### src/rtl/pwm_grp_prot_pkg.sv
package pwm_grp_prot_pkg;
  localparam int REG_W    = 8;
  // MSB-first numbering: bit bN of the register sits at data index REG_W-1-N
  localparam int B_PROT   = 6;
  localparam int B_DIS    = 7;
  localparam int IDX_PROT = REG_W - 1 - B_PROT;
  localparam int IDX_DIS  = REG_W - 1 - B_DIS;

  typedef enum logic {
    SEQ_IDLE  = 1'b0,
    SEQ_ARMED = 1'b1
  } seq_state_e;

  typedef struct packed {
    logic self_wr;     // write that targets the register
    logic foreign_wr;  // non-exempt write elsewhere
  } bus_class_t;
endpackage

### src/rtl/ppr_bus_decode.sv
module ppr_bus_decode #(
  parameter int          ADDR_W      = 8,
  parameter int          MID_W       = 3,
  parameter logic [ADDR_W-1:0] REG_ADDR = 8'h20,
  parameter logic [(1<<MID_W)-1:0] EXEMPT_MASK = 8'b0110_0000
) (
  input  logic [ADDR_W-1:0]            addr,
  input  logic                         wr,
  input  logic [MID_W-1:0]             mid,
  output pwm_grp_prot_pkg::bus_class_t cls
);
  logic addr_hit;
  logic exempt;

  always_comb begin
    addr_hit       = (addr == REG_ADDR);
    exempt         = EXEMPT_MASK[mid];
    cls.self_wr    = wr && addr_hit;
    cls.foreign_wr = wr && !addr_hit && !exempt;
  end
endmodule

### src/rtl/ppr_unlock_seq.sv
module ppr_unlock_seq (
  input  logic                         clk,
  input  logic                         rst_n,
  input  pwm_grp_prot_pkg::bus_class_t cls,
  input  logic                         prot_bit,
  input  logic                         dis_bit,
  output logic                         dis_q,
  output logic                         armed
);
  import pwm_grp_prot_pkg::*;

  seq_state_e state_q, state_d;
  logic       dis_d;

  always_comb begin
    state_d = state_q;
    dis_d   = dis_q;
    if (cls.self_wr) begin
      if (prot_bit) begin
        state_d = SEQ_ARMED;
      end else begin
        if (state_q == SEQ_ARMED) dis_d = dis_bit;
        state_d = SEQ_IDLE;
      end
    end else if (cls.foreign_wr) begin
      state_d = SEQ_IDLE;
    end
  end

  always_ff @(posedge clk or negedge rst_n) begin
    if (!rst_n) begin
      state_q <= SEQ_IDLE;
      dis_q   <= 1'b0;
    end else begin
      state_q <= state_d;
      dis_q   <= dis_d;
    end
  end

  assign armed = (state_q == SEQ_ARMED);
endmodule

### src/rtl/ppr_out_gate.sv
module ppr_out_gate #(
  parameter int   N_OUT      = 6,
  parameter logic IDLE_LEVEL = 1'b0
) (
  input  logic             kill,
  input  logic [N_OUT-1:0] pwm_raw,
  output logic [N_OUT-1:0] pwm_gated
);
  for (genvar g = 0; g < N_OUT; g++) begin : g_lane
    assign pwm_gated[g] = kill ? IDLE_LEVEL : pwm_raw[g];
  end
endmodule

### src/rtl/pwm_grp_prot_reg.sv
module pwm_grp_prot_reg #(
  parameter int ADDR_W = 8,
  parameter int MID_W  = 3,
  parameter int N_OUT  = 6,
  parameter logic [ADDR_W-1:0] REG_ADDR = 8'h20,
  parameter logic [(1<<MID_W)-1:0] EXEMPT_MASK = 8'b0110_0000
) (
  input  logic              clk,
  input  logic              rst_n,
  input  logic [ADDR_W-1:0] bus_addr,
  input  logic [7:0]        bus_wdata,
  input  logic              bus_wr,
  input  logic              bus_rd,
  input  logic [MID_W-1:0]  bus_mid,
  output logic [7:0]        bus_rdata,
  input  logic [N_OUT-1:0]  pwm_in,
  output logic [N_OUT-1:0]  pwm_out
);
  import pwm_grp_prot_pkg::*;

  bus_class_t cls;
  logic       dis_q;
  logic       armed;

  ppr_bus_decode #(
    .ADDR_W(ADDR_W), .MID_W(MID_W),
    .REG_ADDR(REG_ADDR), .EXEMPT_MASK(EXEMPT_MASK)
  ) u_dec (
    .addr(bus_addr), .wr(bus_wr), .mid(bus_mid), .cls(cls)
  );

  ppr_unlock_seq u_seq (
    .clk(clk), .rst_n(rst_n), .cls(cls),
    .prot_bit(bus_wdata[IDX_PROT]), .dis_bit(bus_wdata[IDX_DIS]),
    .dis_q(dis_q), .armed(armed)
  );

  ppr_out_gate #(.N_OUT(N_OUT), .IDLE_LEVEL(1'b0)) u_gate (
    .kill(dis_q), .pwm_raw(pwm_in), .pwm_gated(pwm_out)
  );

  // Read path: only the disable flag is visible; protect bit reads 0
  always_comb begin
    bus_rdata = '0;
    if (bus_rd && (bus_addr == REG_ADDR)) bus_rdata[IDX_DIS] = dis_q;
  end
endmodule

### config.mk
export PLATFORM = sky130hd
export DESIGN_NAME = pwm_grp_prot_reg
export DESIGN_NICKNAME = d
export VERILOG_FILES = /design/src/rtl/pwm_grp_prot_pkg.sv /design/src/rtl/ppr_bus_decode.sv /design/src/rtl/ppr_unlock_seq.sv /design/src/rtl/ppr_out_gate.sv /design/src/rtl/pwm_grp_prot_reg.sv
export SDC_FILE = /design/constraint.sdc
export NUM_CORES = 1
export LEC_CHECK = 0
export ABC_AREA = 0
export CAP_MARGIN = 20
export CORE_AREA = 2 2 39 41
export DETAILED_ROUTE_END_ITERATION = 10
export DIE_AREA = 0 0 41 43
export GPL_TIMING_DRIVEN = 0
export PLACE_DENSITY = 0.79
export SYNTH_ARGS = -nofsm -noshare
export SYNTH_HDL_FRONTEND = slang
export SYNTH_HIERARCHICAL = 1
export SYNTH_SLANG_ARGS = --single-unit
### constraint.sdc
create_clock -name clk -period 2.3 [get_ports clk]
set_input_delay 0.575 -clock clk [delete_from_list [all_inputs] [get_ports clk]]
set_output_delay 0.575 -clock clk [all_outputs]
set_load 0.1 [all_outputs]
Word-level counts from Yosys, hierarchy flattened
Memories as Yosys holds them, arrays and structs flattened.
Index checks and enable logic that the tools add are counted.
Storage, ports and cells
  flip-flop bits (word level): 2
  memories: 1
  ROM bits: 8
  input bits: 29
Memories
  (name not given): depth 8, width 1, rd ports 1, clocked after memory_dff 0, write ports 0, RTL line ppr_bus_decode.sv:17  | exempt = EXEMPT_MASK[mid];
Operators by class
  multiplexer cells: 11
  magnitude comparators: 1
  equal/unequal tests: 1
  reduce and logical (&&, ||, !) cells: 8
  bitwise operators: 1
Operators with widths (number)
  2-to-1 mux 1 bit: 11
  equality test 8 x 6 -> 1 bit, second input constant: 1
  logical AND 1 bit: 4
  less-than comparator 3 x 4 -> 1 bit, second input constant: 1
  AND reduction 3 bit: 1
  logical NOT 1 bit: 2
  nonzero test 2 bit: 1
  inverter 1 bit: 1

Longest topological paths before layout
  depth in word-level cells: 6
  depth in mapped cells: 4
  gate-level depth less buffers: 4

Cells and area by module
The synthesis kept the hierarchy.
Modules (own cells, without submodules)
  pwm_grp_prot_reg: cells each 11, instances 1, area each 90.1 um2, seq. area each 0.0 um2
  ppr_unlock_seq: cells each 6, instances 1, area each 86.3 um2, seq. area each 50.0 um2
  ppr_bus_decode: cells each 6, instances 1, area each 55.1 um2, seq. area each 0.0 um2
  ppr_out_gate: cells each 6, instances 1, area each 37.5 um2, seq. area each 0.0 um2

Worst setup path before layout
No wires, ideal clock.
  path type: input to output
  start point: input bus_addr[7]
  end point: output bus_rdata[0]
  slack: -1.072 ns
  stages: 2
  arrival: 2.797 ns
  required time: 1.725 ns
  path through: or4bb_1 > nor4_2
On the way
  longest elaborated chain between the ends: 3
RTL lines
  start: declaration: RTL line pwm_grp_prot_reg.sv:10  | input logic [ADDR_W-1:0] bus_addr,
  equality test 8 x 6 -> 1 bit: RTL line pwm_grp_prot_reg.sv:45  | if (bus_rd && (bus_addr == REG_ADDR)) bus_rdata[IDX_DIS] = dis_q;
  logical AND 1 bit: RTL line pwm_grp_prot_reg.sv:45
  2-to-1 mux 1 bit: RTL line pwm_grp_prot_reg.sv:45
  end: declaration: RTL line pwm_grp_prot_reg.sv:15  | output logic [7:0] bus_rdata,
Every way passes these cells.

Worst setup path after layout
  start point: input pwm_in[2]
  end point: output pwm_out[2]
On the way
  longest elaborated chain between the ends: 1
RTL lines
  start: declaration: RTL line pwm_grp_prot_reg.sv:16  | input logic [N_OUT-1:0] pwm_in,
  2-to-1 mux 1 bit: RTL line ppr_out_gate.sv:10  | assign pwm_gated[g] = kill ? IDLE_LEVEL : pwm_raw[g];
  end: declaration: RTL line pwm_grp_prot_reg.sv:17  | output logic [N_OUT-1:0] pwm_out
Every way passes these cells.

==> results.md <==
* Worst-path maximum fanout at 1
* Synth top area cells: buf_4 20%, dfrtp_1 19%, nor2b_1 14%
* Core area at ~1400 um^2
* Max frequency at roughly 440 MHz
* Die Y at 43 um
* Post-synth ARST share at 1.00
* Fin Setup TNS at 0 ns
* # IOs at 43
* Multi-input gate area at around 220 um^2
* Cell family with most CP delay: buffers and inverters
* Cells after synthesis at 29
* Hold Slack at 0.498 ns
* Post-place setup slack at -1.22 ns
* Placed Instances at 80
* Net Sw Frac at 0.469
* Slew Viols, Final at 0
* Post-Synth Adder-Cell Area at 0
* Path type of the worst setup path: input port to primary output
* Chip Width at roughly 40 um
* Fill count at approximately 140
* Endpoints failing setup at 0
* Drt first pass iters at 2
* Total wire length at around 790 um
* Hold Crit Start: u_seq/armed
* Final hold violations at 0
* Count of state elements after synthesis at 2
* Worst Tran Pin Value at between 0.5 and 0.6 ns
* CTS H-tree lvls at 1
* Worst-Skew Late Latency at between 0.2 and 0.25 ns
* Layout Cells excl Fill at 87
* Fraction of layout cells with a size suffix above 1 at 0.563
* Area Overhead vs Synth at 146%
* Global-route wire length before repair at around 1.1 mm
* Buffer and inverter count on the worst path at 2
* Sequential cell area at roughly 50 um^2
* Clock power share at 0.290
* Iter 0 DRT Violations at 6
* Final core occ at 0.477
* Worst Path Required at about 1.7 ns
* Vias per cell at around 3.9
* Yosys top cell area share at 0.195
* CTS root buffer: clkbuf_4
* Worst VDD drop at roughly 0.00017 V
* Initial antenna violation count at 0
* RSZ-0062 raised after global routing: yes
* Starting Density at 0.194
* Post-synthesis sequential area ratio at 0.186
* Crit path launch type: input port
* Final HPWL DP at 673 um
* Clk slew on worst S/H paths at approximately 0.03 ns
* Slew headroom at 0.636
* Port bufs at 29
* Combinational Power Share at 0.579
* Status: finished, final reports clean
* Total number of vias at 339
* Power density cells at 410 nW/um^2
* Worst-path cell chain: clkdlybuf4s50_1, nor2b_2, clkdlybuf4s15_2
* Drt wl/cell at about 9.1 um
* # DRC at 0
* Tot GR Track Use at 0.0953
* Critical path arrival at approximately 1.7 ns
* Ys Warns at 6
* Kind of end point of the critical path: primary output
* Clock Tree Buf Depth at 2
* Leak Pwr at between 0.0003 and 0.0004 uW
* Crit. Startpoint: pwm_in[2]
* Minimum clock period at about 2.3 ns
* Cell taking the most area after synthesis: buf_4
* Num CTS Buffers at 3
* CP max stage delay at 0.56 ns
* XOR/XNOR Fraction of Synth Area at 0.0326
* Post-synth top flop: dfrtp_1
* Syn_area_per_cell at around 9 um^2
* Area of the mapped netlist at roughly 270 um^2
* Post-DRT Antenna Nets at 0
* Grt ovf at 0
* Internal power at between 100 and 150 uW
* Count leader, synth: buf_4
* Switch Pwr at between 100 and 150 uW
* Ant. Diodes at 0
* Simple logic cell fraction of the synthesized area at 0.433
* Seq pwr share at 0.131
* Slowest-stage cell, CP: clkdlybuf4s15_2
* Reg2reg start: u_seq/dis_q
* Hold crit path type: flop to flop
* Final net count at just over 100
* Max-Cap Viols at 0
* Placer Congestion at about 0.64
* Cell variety after synth at 16
* Hold_buf cts at 0
* Largest family of logic cells by synthesized area: simple AND/OR/NAND/NOR gates
* Rows at 14
* Post-route clock period utilization at 0.987
* Compound-Gate Fraction of Synth Area at 0.0698
* Largest net degree at the start of global routing at 9
* Mux share of post-synthesis cell area at 0.0558
* CTS tree: built
* Setup Skew at just under 0.002 ns
* Sink Count at 2
* Post-synth EDFFs at 0
* Vias in the first global route at about 300
* Commonest cells post-synth: 7 x buf_4, 6 x nor2b_1, 2 x dfrtp_1, 2 x nor4_2
* Full die area at approximately 1800 um^2
* Worst Slack Setup Final at between 0.02 and 0.03 ns
-- per-layer routing --
layer  track usage  routed length, um  part of all wire  vias up
met5             0                  0                 0        -
met4        0.0600                 16             0.020        0
met3        0.0419                131              0.17        2
met2         0.178                432              0.55       22
met1        0.0673                210              0.27      142
li1              -                  -                 -      173
-- registers in the layout (all words and copies together), names as in the netlist --
| register | cells |
|---|---|
| u_seq/armed | 1 |
| u_seq/dis_q | 1 |
-- power by group through the flow --
stage               Combinational (uW)  Clock (uW)  Sequential [uW]
floorplan                          111           0             35.9
CTS                                159        81.5             35.5
finish                             157        78.4             35.5
detailed placement                 163           0             35.9
global placement                   162           0             35.9
global route                       163        88.5             35.5
-- stage by stage --
stage	cell area, um^2	total power [uW]
finish	661	271
global route	661	287
global placement	626	198
CTS	654	276
detailed placement	626	199
floorplan	315	147
-- path summary, 6_finish.rpt --
kind	to	slack, ns	cells past startpoint
setup reg to reg	u_seq/dis_q	1.36	2
hold reg to reg	u_seq/armed	0.50	1
setup / recovery	pwm_out[2]	0.03	3
max in group asynchronous	u_seq/dis_q	1.66	1
hold / removal	u_seq/armed	0.50	1
min in group asynchronous	u_seq/armed	0.51	1
-- layout make-up --
type	instances	share of cell area
clock buffers	3	0.0341
multi-input cells	25	0.328
plain buffers	7	0.0795
inverters	1	0.00568
flip-flops and latches	2	0.0777
well taps	16	0.0303
repair buffers	33	0.445
-- cells by family (layout without fill, tap and decap cells) --
family          count (synthesis)  after routing
buf+inv                         8             44
simple gates                   14             14
mux                             1              1
other cells                     1              7
compound gates                  2              2
flops                           2              2
xor+xnor                        1              1
-- cell usage in the layout (no fill, tap or decap), types with 2 or more instances in the layout --
master | netlist | routed
buf_2 | 0 | 3
buf_4 | 7 | 11
buf_6 | 0 | 2
clkbuf_2 | 0 | 3
clkbuf_4 | 0 | 3
clkdlybuf4s15_2 | 0 | 2
clkdlybuf4s18_2 | 0 | 2
clkdlybuf4s50_1 | 0 | 15
conb_1 | 1 | 7
nor2b_2 | 0 | 6
-- what timing repair did --
| item | in CTS | in global routing |
|---|---|---|
| setup buffers | 0 | 4 |
| gates resized for setup | 39 | 16 |
| endpoints found under the setup margin | 7 | 7 |
| hold endpoints to repair | 0 | 0 |
| pin swaps | 3 | 3 |
No activity file was read; power rests on OpenSTA's default activity.
